**src/rtl/xbus_pkg.sv**
```systemverilog
package xbus_pkg;
    localparam int XB_ADDR_W = 16;
    localparam int XB_DATA_W = 8;
    localparam int XB_HALF_W = XB_ADDR_W - XB_DATA_W;

    typedef enum logic [1:0] {
        XK_FETCH = 2'd0,
        XK_READ  = 2'd1,
        XK_WRITE = 2'd2,
        XK_BAD   = 2'd3
    } xkind_e;

    typedef struct packed {
        xkind_e                 kind;
        logic [XB_ADDR_W-1:0]   addr;
        logic [XB_DATA_W-1:0]   wdata;
        logic                   ext;
    } xreq_t;

    typedef struct packed {
        logic ale;
        logic ps_n;
        logic rd_n;
        logic wr_n;
        logic oe;
        logic done;
        logic cap;
    } xctl_t;

    function automatic logic kind_valid(input xkind_e k);
        return k != XK_BAD;
    endfunction
endpackage

```
**src/rtl/xbus_route.sv**
```systemverilog
module xbus_route
    import xbus_pkg::*;
#(
    parameter int INT_CODE_BYTES = 4096
) (
    input  xkind_e               kind,
    input  logic [XB_ADDR_W-1:0] addr,
    input  logic                 int_code_en,
    output logic                 ext
);
    localparam logic [XB_ADDR_W:0] BOUND = (XB_ADDR_W+1)'(INT_CODE_BYTES);

    always_comb begin
        if (kind != XK_FETCH)
            ext = 1'b1;
        else if (!int_code_en)
            ext = 1'b1;
        else
            ext = ({1'b0, addr} >= BOUND);
    end
endmodule

```
**src/rtl/xbus_seq.sv**
```systemverilog
module xbus_seq
    import xbus_pkg::*;
#(
    parameter int MC_CLOCKS = 12,
    localparam int PH_W = $clog2(MC_CLOCKS)
) (
    input  logic            clk,
    input  logic            rst,
    input  logic            start,
    input  xreq_t           req_in,
    output logic            busy,
    output logic [PH_W-1:0] phase,
    output xreq_t           cur
);
    localparam logic [PH_W-1:0] LAST_P = PH_W'(MC_CLOCKS - 1);

    always_ff @(posedge clk) begin
        if (rst) begin
            busy  <= 1'b0;
            phase <= '0;
            cur   <= '0;
        end else if (!busy) begin
            if (start) begin
                busy  <= 1'b1;
                phase <= '0;
                cur   <= req_in;
            end
        end else if (phase == LAST_P) begin
            busy  <= 1'b0;
            phase <= '0;
        end else begin
            phase <= phase + 1'b1;
        end
    end
endmodule

```
**src/rtl/xbus_drive.sv**
```systemverilog
module xbus_drive
    import xbus_pkg::*;
#(
    parameter int MC_CLOCKS = 12,
    localparam int PH_W = $clog2(MC_CLOCKS)
) (
    input  logic                 busy,
    input  logic [PH_W-1:0]      phase,
    input  xreq_t                cur,
    output xctl_t                ctl,
    output logic [XB_DATA_W-1:0] ad_out,
    output logic [XB_HALF_W-1:0] hi_addr
);
    localparam int ALE_LEN = MC_CLOCKS / 4;
    localparam logic [PH_W-1:0] ALE_END_P = PH_W'(ALE_LEN);
    localparam logic [PH_W-1:0] STB_BEG_P = PH_W'(ALE_LEN + 1);
    localparam logic [PH_W-1:0] STB_END_P = PH_W'(MC_CLOCKS - 1);
    localparam logic [PH_W-1:0] CAP_P     = PH_W'(MC_CLOCKS - 2);

    logic ext_act, in_stb, addr_ph;

    always_comb begin
        ext_act = busy && cur.ext;
        addr_ph = phase < STB_BEG_P;
        in_stb  = ext_act && (phase >= STB_BEG_P) && (phase < STB_END_P);

        ctl.ale  = ext_act && (phase < ALE_END_P);
        ctl.ps_n = !(in_stb && cur.kind == XK_FETCH);
        ctl.rd_n = !(in_stb && cur.kind == XK_READ);
        ctl.wr_n = !(in_stb && cur.kind == XK_WRITE);
        ctl.oe   = ext_act && (cur.kind == XK_WRITE || addr_ph);
        ctl.done = busy && (phase == STB_END_P);
        ctl.cap  = in_stb && (cur.kind != XK_WRITE) && (phase == CAP_P);

        if (!ext_act)
            ad_out = '0;
        else if (addr_ph)
            ad_out = cur.addr[XB_DATA_W-1:0];
        else if (cur.kind == XK_WRITE)
            ad_out = cur.wdata;
        else
            ad_out = '0;

        hi_addr = ext_act ? cur.addr[XB_ADDR_W-1:XB_DATA_W] : '0;
    end
endmodule

```
**src/rtl/xbus_ctrl.sv**
```systemverilog
module xbus_ctrl
    import xbus_pkg::*;
#(
    parameter int MC_CLOCKS      = 12,
    parameter int INT_CODE_BYTES = 4096
) (
    input  logic                 clk,
    input  logic                 rst,
    input  logic                 int_code_en,
    input  logic                 req_valid,
    input  logic [1:0]           req_kind,
    input  logic [XB_ADDR_W-1:0] req_addr,
    input  logic [XB_DATA_W-1:0] req_wdata,
    output logic                 req_ready,
    output logic                 done,
    output logic                 fetch_internal,
    output logic [XB_DATA_W-1:0] rdata,
    output logic [XB_DATA_W-1:0] ad_out,
    output logic                 ad_oe,
    input  logic [XB_DATA_W-1:0] ad_in,
    output logic [XB_HALF_W-1:0] hi_addr,
    output logic                 ale,
    output logic                 pstore_n,
    output logic                 rd_n,
    output logic                 wr_n
);
    localparam int PH_W = $clog2(MC_CLOCKS);

    xkind_e          kind_in;
    logic            ext_in;
    logic            busy;
    logic            start;
    logic [PH_W-1:0] phase;
    xreq_t           req_in;
    xreq_t           cur;
    xctl_t           ctl;

    assign kind_in = xkind_e'(req_kind);

    xbus_route #(.INT_CODE_BYTES(INT_CODE_BYTES)) u_route (
        .kind        (kind_in),
        .addr        (req_addr),
        .int_code_en (int_code_en),
        .ext         (ext_in)
    );

    always_comb begin
        req_in.kind  = kind_in;
        req_in.addr  = req_addr;
        req_in.wdata = req_wdata;
        req_in.ext   = ext_in;
        start        = req_valid && kind_valid(kind_in);
    end

    xbus_seq #(.MC_CLOCKS(MC_CLOCKS)) u_seq (
        .clk    (clk),
        .rst    (rst),
        .start  (start),
        .req_in (req_in),
        .busy   (busy),
        .phase  (phase),
        .cur    (cur)
    );

    xbus_drive #(.MC_CLOCKS(MC_CLOCKS)) u_drive (
        .busy    (busy),
        .phase   (phase),
        .cur     (cur),
        .ctl     (ctl),
        .ad_out  (ad_out),
        .hi_addr (hi_addr)
    );

    always_ff @(posedge clk) begin
        if (rst)
            rdata <= '0;
        else if (ctl.cap)
            rdata <= ad_in;
    end

    always_comb begin
        req_ready      = !busy;
        done           = ctl.done;
        fetch_internal = ctl.done && !cur.ext;
        ad_oe          = ctl.oe;
        ale            = ctl.ale;
        pstore_n       = ctl.ps_n;
        rd_n           = ctl.rd_n;
        wr_n           = ctl.wr_n;
    end
endmodule

```
**config.mk**
```make
export PLATFORM = sky130hd
export DESIGN_NAME = xbus_ctrl
export DESIGN_NICKNAME = d
export VERILOG_FILES = /design/src/rtl/xbus_pkg.sv /design/src/rtl/xbus_route.sv /design/src/rtl/xbus_seq.sv /design/src/rtl/xbus_drive.sv /design/src/rtl/xbus_ctrl.sv
export SDC_FILE = /design/constraint.sdc
export NUM_CORES = 1
export LEC_CHECK = 0
export BUFFER_PORTS_ARGS = -buffer_cell sky130_fd_sc_hd__buf_2
export CORE_ASPECT_RATIO = 0.7
export CORE_UTILIZATION = 53
export DETAILED_ROUTE_END_ITERATION = 10
export GPL_ROUTABILITY_DRIVEN = 0
export PLACE_DENSITY_LB_ADDON = 0.1
export SLEW_MARGIN = 15
export SYNTH_ARGS = -nofsm -noshare
export SYNTH_HDL_FRONTEND = slang
export SYNTH_SLANG_ARGS = --single-unit
```
**constraint.sdc**
```tcl
create_clock -name clk -period 4.1 [get_ports clk]
set_input_delay 0.82 -clock clk [delete_from_list [all_inputs] [get_ports clk]]
set_output_delay 0.82 -clock clk [all_outputs]
set_load 0.02 [all_outputs]
```
# Word level (Yosys, flattened, before mapping)
# Cells that the tools add are included.
[word_totals] input_bits=38 ff_bits=40 word_cells=55 out_inout_bits=32
[classes] n_mux=12 n_eq_ne=6 reduce_logical=23 n_lt_le_gt_ge=5 bitwise_logic=1 add_sub_neg=1
[op_table] op="2-to-1 mux 8 bit" count=4
[op_table] op="greater-or-equal comparator 16 x 13 -> 1 bit (second input constant)" count=1
[op_table] op="logical AND 1 bit" count=13
[op_table] op="2-to-1 mux 4 bit" count=3
[op_table] op="equality test 4 bit (second input constant)" count=2
[op_table] op="logical NOT 1 bit" count=5
[op_table] op="2-to-1 mux 1 bit" count=5
[op_table] op="adder 4 x 1 -> 4 bit (second input constant)" count=1
[op_table] op="greater-or-equal comparator 4 x 3 -> 1 bit (second input constant)" count=1
[op_table] op="< comparator 4 x 2 -> 1 bit (second input constant)" count=1
[op_table] op="< comparator 4 x 3 -> 1 bit (second input constant)" count=1
[op_table] op="< comparator 4 bit (second input constant)" count=1
[op_table] op="inequality test 2 bit (second input constant)" count=2
[op_table] op="nonzero test 2 bit" count=2
[op_table] op="equality test 2 x 1 -> 1 bit (second input constant)" count=1
[op_table] op="equality test 2 bit (second input constant)" count=1
[op_table] op="logical NOT 2 bit" count=1
[op_table] op="AND reduction 2 bit" count=1
[op_table] op="logical OR 1 bit" count=1
[op_table] op="inverter 1 bit" count=1

# Depth between registers and ports, before layout
# Gate-level depths: netlist of the first run.
[depth] word_depth=5 mapped_depth=5 mapped_depth_nobuf=5

# Hierarchy
# A second synthesis of the first run with hierarchy kept.
[unflattened] cells_unflattened=213 hier_area_um2=1885.6
[modules_own_cells] module="xbus_seq" n_inst=1 area_per_inst_um2=1310.0 seq_area_each_um2=640.6 cells_each=147
[modules_own_cells] module="xbus_ctrl" n_inst=1 area_per_inst_um2=302.8 seq_area_each_um2=160.2 cells_each=29
[modules_own_cells] module="xbus_drive" n_inst=1 area_per_inst_um2=249.0 seq_area_each_um2=0.0 cells_each=34
[modules_own_cells] module="xbus_route" n_inst=1 area_per_inst_um2=23.8 seq_area_each_um2=0.0 cells_each=3

# Least setup slack after synthesis of the first run
# No wires, ideal clock.
[synth_timing] kind="reg2out" start="reg u_seq.phase[0]" end="out ale" path_stages_with_launch=3 slack_ps=2030 path_buffers=0 required_time_ps=3280 t_arrival_ps=1250 path_cell_list="dfxtp_1 > ha_1 > nor4_1"
[synth_via] elab_chain_cells=2
[synth_rtl] item="start: declaration" line="xbus_seq.sv:12" source="output logic [PH_W-1:0] phase,"
[synth_rtl] item="start signal: assignment" line="xbus_seq.sv:32" source="phase <= phase + 1'b1;"
[synth_rtl] item="< comparator 4 x 2 -> 1 bit" line="xbus_drive.sv:27" source="ctl.ale = ext_act && (phase < ALE_END_P);"
[synth_rtl] item="logical AND 1 bit" line="xbus_drive.sv:27"
[synth_rtl] item="end: declaration" line="xbus_ctrl.sv:22" source="output logic ale,"
# Every way passes these cells.

# Worst setup path after layout of the first run
[layout_timing] start="reg u_seq.cur[0] (netlist name)" end="out ad_out[4]"
[layout_via] elab_chain_cells=2
[layout_rtl] item="logical AND 1 bit" line="xbus_drive.sv:23" source="ext_act = busy && cur.ext;"
[layout_rtl] item="2-to-1 mux 8 bit" line="xbus_drive.sv:35" source="if (!ext_act)"
[layout_rtl] item="end: declaration" line="xbus_ctrl.sv:18" source="output logic [XB_DATA_W-1:0] ad_out,"
# Every way passes these cells.

==> summary.txt, run 1 <==
Status: completed
Top post-synthesis cells by area: dfxtp_1 (42%), nand3_1 (8.9%), a21oi_1 (8.1%), o21ai_0 (7.1%), nand2b_1 (5.9%)
Syn_nets: 269
# IOs: 70
Most Used Layer, Global Route: met2
Inserted Clock Buffers: 5
WL/cell: 14.5 µm
Antenna diodes: 0
DRC: 0
Final worst path period need: 2.95 ns
Slowest cell on crit path: nor3_1
Final WS setup: 1.15 ns
Routing usage on met2: 39.8%
Share of post-route cells with drive strength above 1: 30.0%
Ys async rst share: 0%
Syn Area/Cell: 8.37 µm²
Post-Synthesis Cell Area: 1920 µm²
Worst Setup Path Type: reg2out
Vias/cell: 5.73
Cts repair resizes: 0
Final hold violation count: 0
Area Growth Syn to Fin: 24.2%
Slew margin rel.: 46.6%
Final Power: 0.868 mW
Worst clock skew: 0.00697 ns
Worst hold slack: 0.474 ns
Die area: 3860 µm²
Remaining global-route overflow: 0
Peak supply drop: 254 µV
Yosys cell types: 34
Post-Synthesis Cells: 229
Layout filler cell count: 290
Largest stage delay, worst path: 0.64 ns
Final Max Tran Viols: 0
Synthesis-stage register bit count: 40
Vias in the first global route: 1614
Maximum fanout along the worst path: 12
Syn. warnings: 0
Initial Util: 58.1%
Die Y: 52.3 µm
Core box area: 3300 µm²
WP data arrival: 2.13 ns
Routing usage on met1: 36.4%
Top FF cell, synth: dfxtp_1
Clock latency at the later pin of the worst-skew pair: 0.30 ns
P per Cell Area: 365 nW/µm²
H-tree Lvls: 2
Number of I/O port buffers: 69
Commonest non-fill, non-tap cell in the layout: buf_2
Worst Setup Start Kind: flip-flop
Crit path max-delay family: simple AND/OR/NAND/NOR gates
WP data required: 3.28 ns
Root Buffer: clkbuf_8
Critical Path End Type: output port
DP HPWL: 3090 µm
Largest net degree at the start of global routing: 49
Max Buffers Root-to-Sink: 2
CTS clk-pin slew, worst paths: 0.08 ns
CTS tree: yes
Postcts setup bufs: 0
# setup viols final: 0
Max Fclk: 0.339 GHz
Width of the die: 73.9 µm
Num Clock Sinks: 40
Setup_tns: 0 ns
Number of synthesized flops with an enable pin: 0
Final Cycle Share: 72.0%
Routed Antenna Nets: 0
Global-route usage over all layers: 26.4%
Share of the synthesized area in the top cell type: 41.8%
GR Util met3: 6.15%
Unrepaired setup endpoints after global routing: no
Cell taking the most area after synthesis: dfxtp_1
Cts hold-fix bufs: 0
Via count: 1914
Global-route wire length before repair: 7600 µm
Hold Crit Class: reg2reg
CP cell instances: nand2_4 -> nor3_1 -> a22o_1 -> buf_2
Leak: 0.995 nW
Worst path bufs/invs: 1
Max-Cap Viols: 0
Flop2flop setup slack: 2.23 ns
Least-Margin Pin Slew: 0.794 ns
Final net count: 326
DRT iter0 DRCs: 134
Initial antenna violation count: 0
Rows: 17
Pre-CTS WS: 1.49 ns
Final wirelength: 4830 µm
Post-synthesis sequential area ratio: 41.8%
1st-pass router iterations: 4
Most frequent cells in the layout: buf_2 (69), dfxtp_1 (40), nand3_1 (34)
-- final cells by class --
class                   count  area (µm²)  share of cell area, %
inverters                   3        11.3                  0.473
flip-flops and latches     40         801                   33.7
clock inverters             1        30.0                   1.26
clock buffers               7        96.3                   4.05
well taps                  47        58.8                   2.47
multi-input cells         166        1030                   43.2
repair buffers             70         353                   14.8
-- worst min-delay path, cell delays in order, from the launching register on --
cell	delay (ns)
dfxtp_1	0.31
o21ai_0	0.06
a21oi_1	0.06
-- power breakdown --
group / internal, mW / total [mW] / switching (mW)
registers: 0.405 / 0.417 / 0.0122
logic: 0.0371 / 0.0969 / 0.0598
clock network: 0.215 / 0.354 / 0.139
-- per-stage QoR --
step | util [%] | cell area [µm²] | cells
finish | 72.1 | 2380 | 334
CTS | 71.9 | 2370 | 334
global placement | 68.1 | 2240 | 326
floorplan | - | 1920 | 229
detailed placement | 68.1 | 2240 | 326
global route | 72.1 | 2380 | 334
-- worst paths after layout --
check                           depth (start not counted)          start       endpoint
worst max-delay path                                    4   u_seq.cur[0]      ad_out[4]
worst min-delay path                                    2  u_seq.cur[17]  u_seq.cur[17]
worst max register to register                          3   u_seq.cur[0]       rdata[1]
worst min register to register                          2  u_seq.cur[17]  u_seq.cur[17]
-- Yosys cell counts (2+ instances only) --
library cell  number
nand3_1           34
ha_1               2
dfxtp_1           40
a22o_1             6
o21ai_0           27
a31oi_1            2
nand2_1            3
nor3_1             2
a21oi_1           31
clkbuf_1          18
inv_1              2
nand3b_1           3
and3_1             8
nand2b_1          18
nor2_1             5
nor4_1             2
mux2i_1            8
buf_4              2
-- metal layers --
layer  wire [µm]  vias up
met5           0        -
met4          61        0
met1        2280      888
li1            -      938
met3         338        7
met2        2150       81
-- state kept, by name, summed over array words and instances, names as in the netlist --
signal       count
rdata            8
u_seq.busy       1
u_seq.cur       27
u_seq.phase      4
-- logic make-up after synthesis --
| group | synth area share [%] |
|---|---|
| DFF | 41.8 |
| and+or+nand+nor | 26.5 |
| buffers and inverters | 4.90 |
| adders and majority gates | 1.31 |
| AOI/OAI and AO/OA | 21.4 |
| muxes | 4.18 |
No activity file was read; power rests on OpenSTA's default activity.
==> run 2: changes to the inputs <==
--- a/config.mk
+++ b/config.mk
@@ -5,9 +5,10 @@
 export SDC_FILE = /design/constraint.sdc
 export NUM_CORES = 1
 export LEC_CHECK = 0
+export ABC_AREA = 1
 export BUFFER_PORTS_ARGS = -buffer_cell sky130_fd_sc_hd__buf_2
 export CORE_ASPECT_RATIO = 0.7
-export CORE_UTILIZATION = 53
+export CORE_UTILIZATION = 48
 export DETAILED_ROUTE_END_ITERATION = 10
 export GPL_ROUTABILITY_DRIVEN = 0
 export PLACE_DENSITY_LB_ADDON = 0.1
==> constraint.sdc (replaced) <==
create_clock -name clk -period 2.8 [get_ports clk]
set_input_delay 0.56 -clock clk [delete_from_list [all_inputs] [get_ports clk]]
set_output_delay 0.56 -clock clk [all_outputs]
set_load 0.02 [all_outputs]
==> summary.txt, run 2 <==
Status: completed (unchanged)
Placed cells: 370 (was 326)
Leak: 1.13 nW (was 0.995 nW)
Cts hold-fix bufs: 0 (unchanged)
Final hold violation count: 0 (unchanged)
WP data required: 2.24 ns (was 3.28 ns)
Commonest non-fill, non-tap cell in the layout: buf_2 (unchanged)
Yosys cell types: 27 (was 34)
Final Non-Filler Cells: 378 (was 334)
Most frequent cells in the layout: buf_2 (69), nand2_1 (46), dfxtp_1 (40) (was buf_2 (69), dfxtp_1 (40), nand3_1 (34))
Cell taking the most area after synthesis: dfxtp_1 (unchanged)
Syn. warnings: 0 (unchanged)
Post-Synth Adder-Cell Area: 1.34% (was 1.31%)
Final Cycle Share: 82.3%
Worst Setup Path Type: reg2out (unchanged)
Ys async rst share: 0% (unchanged)
Biggest register: u_seq.cur (unchanged)
Final Max Tran Viols: 0 (unchanged)
Worst hold slack: 0.454 ns (was 0.474 ns)
Setup_tns: 0 ns (unchanged)
Count leader, synth: nand2_1 (was dfxtp_1)
Final Power: 1.15 mW (was 0.868 mW)
Worst clock skew: 0.00550 ns (was 0.00697 ns)
Area Growth Syn to Fin: 24.1% (was 24.2%)
Die Y: 54.2 µm (was 52.3 µm)
Global-route wire length before repair: 6990 µm (was 7600 µm)
Final net count: 367 (was 326)
Slew margin rel.: 52.1% (was 46.6%)
Inserted Clock Buffers: 5 (unchanged)
Largest family of logic cells by synthesized area: simple AND/OR/NAND/NOR gates (unchanged)
Hold Crit Class: reg2reg (unchanged)
Synth Area in XOR/XNOR: 0% (unchanged)
Share of post-route cells with drive strength above 1: 27.7% (was 30.0%)
Syn_nets: 300 (was 269)
P per Cell Area: 494 nW/µm² (was 365 nW/µm²)
Initial antenna violation count: 0 (unchanged)
DP HPWL: 3080 µm (was 3090 µm)
Share of the synthesized area in the top cell type: 42.8% (was 41.8%)
Max reg flops: 27 (unchanged)
Largest net degree at the start of global routing: 27 (was 49)
Flop2flop setup slack: 1.28 ns (was 2.23 ns)
Number of I/O port buffers: 69 (unchanged)
Layout filler cell count: 358 (was 290)
Synth Area in Simple Gates: 28.1% (was 26.5%)
Synthesis-stage register bit count: 40 (unchanged)
Least-Margin Pin Slew: 0.717 ns (was 0.794 ns)
Global-route usage over all layers: 22.1% (was 26.4%)
Num Clock Sinks: 40 (unchanged)
Peak supply drop: 348 µV (was 254 µV)
Post-synthesis sequential area ratio: 42.8% (was 41.8%)
Top FF cell, synth: dfxtp_1 (unchanged)
# IOs: 70 (unchanged)
CP cell instances: nand2_4 -> inv_2 -> nand2_2 -> nor2_2 -> nand3_1 -> buf_2 (was nand2_4 -> nor3_1 -> a22o_1 -> buf_2)
Die area: 4150 µm² (was 3860 µm²)
Clock latency at the later pin of the worst-skew pair: 0.29 ns (was 0.30 ns)
Hold path cells: 2 (unchanged)
WL/cell: 11.1 µm (was 14.5 µm)
Largest stage delay, worst path: 0.46 ns (was 0.64 ns)
# setup viols final: 0 (unchanged)
Maximum fanout along the worst path: 18 (was 12)
Post-synthesis compound-gate area fraction: 17.5% (was 21.4%)
Critical Path End Type: output port (unchanged)
Mux cell area share after synthesis: 0% (was 4.18%)
Post-Synthesis Cell Area: 1870 µm² (was 1920 µm²)
Initial Util: 51.6% (was 58.1%)
List of most frequent post-synthesis cells: nand2_1 (46), dfxtp_1 (40), a21oi_1 (35) (was dfxtp_1 (40), nand3_1 (34), a21oi_1 (31))
Vias in the first global route: 1565 (was 1614)
CTS clk-pin slew, worst paths: 0.07 ns (was 0.08 ns)
Biggest regs: u_seq.cur (27), rdata (8), u_seq.phase (4) (unchanged)
Post-Synthesis Cells: 260 (was 229)
Reg2Reg Depth: 7 (was 3)
Number of synthesized flops with an enable pin: 0 (unchanged)
Max-Cap Viols: 0 (unchanged)
Worst Setup Start Kind: flip-flop (unchanged)
Syn Area/Cell: 7.19 µm² (was 8.37 µm²)
Routed Antenna Nets: 0 (unchanged)
Final worst path period need: 2.30 ns
Max Buffers Root-to-Sink: 2 (unchanged)
DRT iter0 DRCs: 85 (was 134)
Final wirelength: 4190 µm (was 4830 µm)
Max Fclk: 0.434 GHz
DRC: 0 (unchanged)
Vias/cell: 4.89 (was 5.73)
Via count: 1849 (was 1914)
Postcts setup bufs: 0 (unchanged)
Top post-synthesis cells by area: dfxtp_1 (43%), a21oi_1 (9.4%), nand2_1 (9.2%), nor2_1 (6.6%), inv_1 (5.8%) (was dfxtp_1 (42%), nand3_1 (8.9%), a21oi_1 (8.1%), o21ai_0 (7.1%), nand2b_1 (5.9%))
Core box area: 3630 µm² (was 3300 µm²)
CTS tree: yes (unchanged)
H-tree Lvls: 2 (unchanged)
Root Buffer: clkbuf_8 (unchanged)
WP data arrival: 1.74 ns (was 2.13 ns)
Unrepaired setup endpoints after global routing: no (unchanged)
Antenna diodes: 0 (unchanged)
Remaining global-route overflow: 0 (unchanged)
Width of the die: 76.6 µm (was 73.9 µm)
Rows: 18 (was 17)
Cts repair resizes: 0 (unchanged)
1st-pass router iterations: 4 (unchanged)
Slowest cell on crit path: dfxtp_1 (was nor3_1)
[run 2: changes by cell type in the layout (fill, tap and decap cells not counted), moves of 8 or more]
| cell | before | now |
|---|---|---|
| inv_1 | 2 | 29 |
| nor2_1 | 5 | 33 |
| nand2b_1 | 18 | 0 |
| o21ai_0 | 27 | 18 |
| nand3_1 | 34 | 18 |
| nand2_1 | 3 | 46 |
| mux2i_1 | 8 | 0 |
| and3_1 | 8 | 0 |
[run 2: final cells by class]
type,count,area (µm²),area share [%]
Clock buffer,8,90.1,3.88
Multi-Input combinational cell,175,878,37.9
Inverter,34,128,5.50
Sequential cell,40,801,34.5
Tap cell,50,62.6,2.70
Timing Repair Buffer,71,360,15.5
[run 2: final timing paths]
| check | from | end |
|---|---|---|
| setup / recovery | u_seq.busy | rd_n |
| hold / removal | u_seq.cur[18] | u_seq.cur[18] |
| setup reg to reg | u_seq.busy | rdata[2] |
| hold reg to reg | u_seq.cur[18] | u_seq.cur[18] |
[run 2: power breakdown]
| group | leakage [nW] | switching [mW] | internal, mW |
|---|---|---|---|
| Sequential | 0.328 | 0.0157 | 0.602 |
| Combinational | 0.754 | 0.0891 | 0.0518 |
| Clock | 0.0455 | 0.186 | 0.201 |
[run 2: cells by family (layout without fill, tap and decap cells)]
group | Yosys count | count (layout)
buf+inv | 45 | 113
simple gates | 111 | 111
compound gates | 62 | 62
fa+ha+maj | 2 | 2
flops | 40 | 40
[run 2: stage by stage]
stage | setup slack (ns) | utilization [%] | cell area [µm²]
2_1_floorplan | 0.977 | - | 1870
4_1_cts | 0.482 | 64.0 | 2320
5_1_grt | 0.345 | 64.0 | 2320
6_report | 0.496 | 64.0 | 2320
3_5_place_dp | 0.817 | 61.5 | 2230
3_3_place_gp | 0.885 | 61.5 | 2230
[run 2: critical path: cells and delay by family (launching register included)]
kind,cells,cell delay [ns]
flops,1,0.46
simple gates,4,0.69
buf+inv,2,0.30
[run 2: metal layers]
| metal | global-route usage, % | wire length [µm] |
|---|---|---|
| met1 | 29.4 | 2180 |
| met2 | 35.3 | 1700 |
| met3 | 5.00 | 239 |
| met4 | 9.62 | 65 |
| met5 | 0 | 0 |
==> run 3: changes to the inputs <==
==> constraint.sdc (replaced) <==
create_clock -name clk -period 2.2 [get_ports clk]
set_input_delay 0.44 -clock clk [delete_from_list [all_inputs] [get_ports clk]]
set_output_delay 0.44 -clock clk [all_outputs]
set_load 0.02 [all_outputs]
==> summary.txt, run 3 (same netlist as run 2, synthesis figures left out) <==
Final hold violation count: 0 (unchanged)
# setup viols final: 0 (unchanged)
Inserted Clock Buffers: 5 (unchanged)
Setup_tns: 0 ns (unchanged)
Crit path max-delay family: simple AND/OR/NAND/NOR gates (unchanged)
DP HPWL: 3140 µm (was 3080 µm)
Slowest cell on crit path: dfxtp_1 (unchanged)
CTS clk-pin slew, worst paths: 0.07 ns (about the same)
Worst clock skew: 0.00586 ns (was 0.00550 ns)
Final worst path period need: 2.06 ns
Clock latency at the later pin of the worst-skew pair: 0.29 ns (about the same)
P per Cell Area: 625 nW/µm² (was 494 nW/µm²)
Biggest register: u_seq.cur (unchanged)
Die area: 4150 µm² (unchanged)
Unrepaired setup endpoints after global routing: no (unchanged)
Via count: 1880 (was 1849)
Worst hold slack: 0.395 ns (was 0.454 ns)
Commonest non-fill, non-tap cell in the layout: buf_2 (unchanged)
Largest stage delay, worst path: 0.45 ns (was 0.46 ns)
Area Growth Syn to Fin: 25.0% (was 24.1%)
Least-Margin Pin Slew: 0.430 ns (was 0.717 ns)
Clock Power Share: 33.8% (about the same)
Share of post-route cells with drive strength above 1: 28.5% (was 27.7%)
Final net count: 369 (was 367)
Worst path bufs/invs: 2 (unchanged)
Core box area: 3630 µm² (unchanged)
Routed Antenna Nets: 0 (unchanged)
Int Pwr: 1.09 mW (was 0.854 mW)
Width of the die: 76.6 µm (unchanged)
Max Buffers Root-to-Sink: 2 (unchanged)
Antenna diodes: 0 (unchanged)
Global-route usage over all layers: 22.0% (was 22.1%)
Final design utilization: 64.5% (was 64.0%)
Rows: 18 (unchanged)
Maximum fanout along the worst path: 18 (unchanged)
Num Clock Sinks: 40 (unchanged)
CTS tree: yes (unchanged)
Routing usage on met1: 29.2% (was 29.4%)
Biggest regs: u_seq.cur (27), rdata (8), u_seq.phase (4) (unchanged)
Switching part of the total: 25.5% (was 25.4%)
Final Max Tran Viols: 0 (unchanged)
Worst Setup Path Type: reg2out (unchanged)
WP data arrival: 1.62 ns (was 1.74 ns)
Initial antenna violation count: 0 (unchanged)
Routing usage on met2: 35.9% (was 35.3%)
Final Cycle Share: 93.5%
Slew margin rel.: 71.3% (was 52.1%)
Flop pwr share: 53.7% (was 53.9%)
Die Y: 54.2 µm (unchanged)
Worst Setup Start Kind: flip-flop (unchanged)
Leak: 1.14 nW (was 1.13 nW)
Critical Path End Type: output port (unchanged)
Vias/cell: 4.95 (was 4.89)
Max reg flops: 27 (unchanged)
Vias in the first global route: 1569 (was 1565)
H-tree Lvls: 2 (unchanged)
Final wirelength: 4340 µm (was 4190 µm)
Net switching power: 0.373 mW (was 0.291 mW)
Hold Crit Class: in2reg (was reg2reg)
Number of I/O port buffers: 69 (unchanged)
CP cell instances: nand2_4 -> inv_2 -> nand2_2 -> nor2_2 -> nand3_1 -> buf_2 (unchanged)
Peak supply drop: 327 µV (was 348 µV)
DRT iter0 DRCs: 54 (was 85)
WP data required: 1.76 ns (was 2.24 ns)
DRC: 0 (unchanged)
Largest net degree at the start of global routing: 28 (was 27)
Max Fclk: 0.486 GHz
WL/cell: 11.4 µm (was 11.1 µm)
1st-pass router iterations: 4 (unchanged)
Max-Cap Viols: 0 (unchanged)
Root Buffer: clkbuf_8 (unchanged)
Status: completed (unchanged)
Combinational Power Share: 12.5% (was 12.3%)
GR Util met3: 5.17% (was 5.00%)
Remaining global-route overflow: 0 (unchanged)
# IOs: 70 (unchanged)
Initial Util: 51.6% (unchanged)
Global-route wire length before repair: 7000 µm (was 6990 µm)
Most frequent cells in the layout: buf_2 (69), nand2_1 (45), dfxtp_1 (40) (was buf_2 (69), nand2_1 (46), dfxtp_1 (40))
Most Used Layer, Global Route: met2 (unchanged)
==> run 3: cell count changes in the layout (fill, tap and decap cells not counted), sizes merged <==
cell and delta:
buf +2
==> run 3: final timing paths <==
check | to | startpoint | slack (ns) | cells after the start
worst max-delay path | pstore_n | u_seq.busy | 0.14 | 6
worst min-delay path | u_seq.cur[1] | req_wdata[0] | 0.40 | 3
worst min register to register | u_seq.cur[17] | u_seq.cur[17] | 0.46 | 2
worst max register to register | rdata[0] | u_seq.busy | 0.71 | 8
==> run 3: power by group through the flow <==
| stage | sequential (mW) | combinational [mW] | clock (mW) |
|---|---|---|---|
| after floorplan | 0.798 | 0.119 | 0 |
| after global placement | 0.801 | 0.178 | 0 |
| after detailed placement | 0.802 | 0.181 | 0 |
| after CTS | 0.785 | 0.183 | 0.503 |
| after global routing | 0.789 | 0.208 | 0.538 |
| final | 0.785 | 0.183 | 0.494 |
==> run 3: metrics by stage <==
step | setup slack (ns) | std cells | cell area, µm² | power [mW]
2_1_floorplan | 0.497 | 260 | 1870 | 0.917
3_3_place_gp | 0.416 | 372 | 2240 | 0.979
3_5_place_dp | 0.414 | 372 | 2240 | 0.983
4_1_cts | 0.0892 | 380 | 2330 | 1.47
5_1_grt | 0.0121 | 380 | 2340 | 1.53
6_report | 0.143 | 380 | 2340 | 1.46
==> run 3: repair_timing <==
action | CTS | global route
endpoints found under the setup margin | 0 | 4
hold buffers | 0 | 0
setup buffers | 0 | 0
resized for setup | 0 | 1
==> run 3: final cells by class <==
cell class / instances / area (µm²)
Sequential cell: 40 / 801
Clock buffer: 8 / 90.1
Timing Repair Buffer: 73 / 375
Multi-Input combinational cell: 175 / 881
Inverter: 34 / 128
Fill cell: 348 / 1290
Tap cell: 50 / 62.6
==> run 3: per-layer routing <==
metal | share of wire, % | routed length (µm) | vias up
li1 | - | - | 977
met5 | 0 | 0 | -
met2 | 43 | 1880 | 57
met4 | 0.83 | 36 | 0
met1 | 50 | 2170 | 841
met3 | 5.7 | 246 | 5
==> run 3: worst reg2reg max path: cells and delay by family, from the launching register on <==
family        cells  cell delay [ns]
buf+inv           2             0.31
simple gates      6             0.62
flops             1             0.45
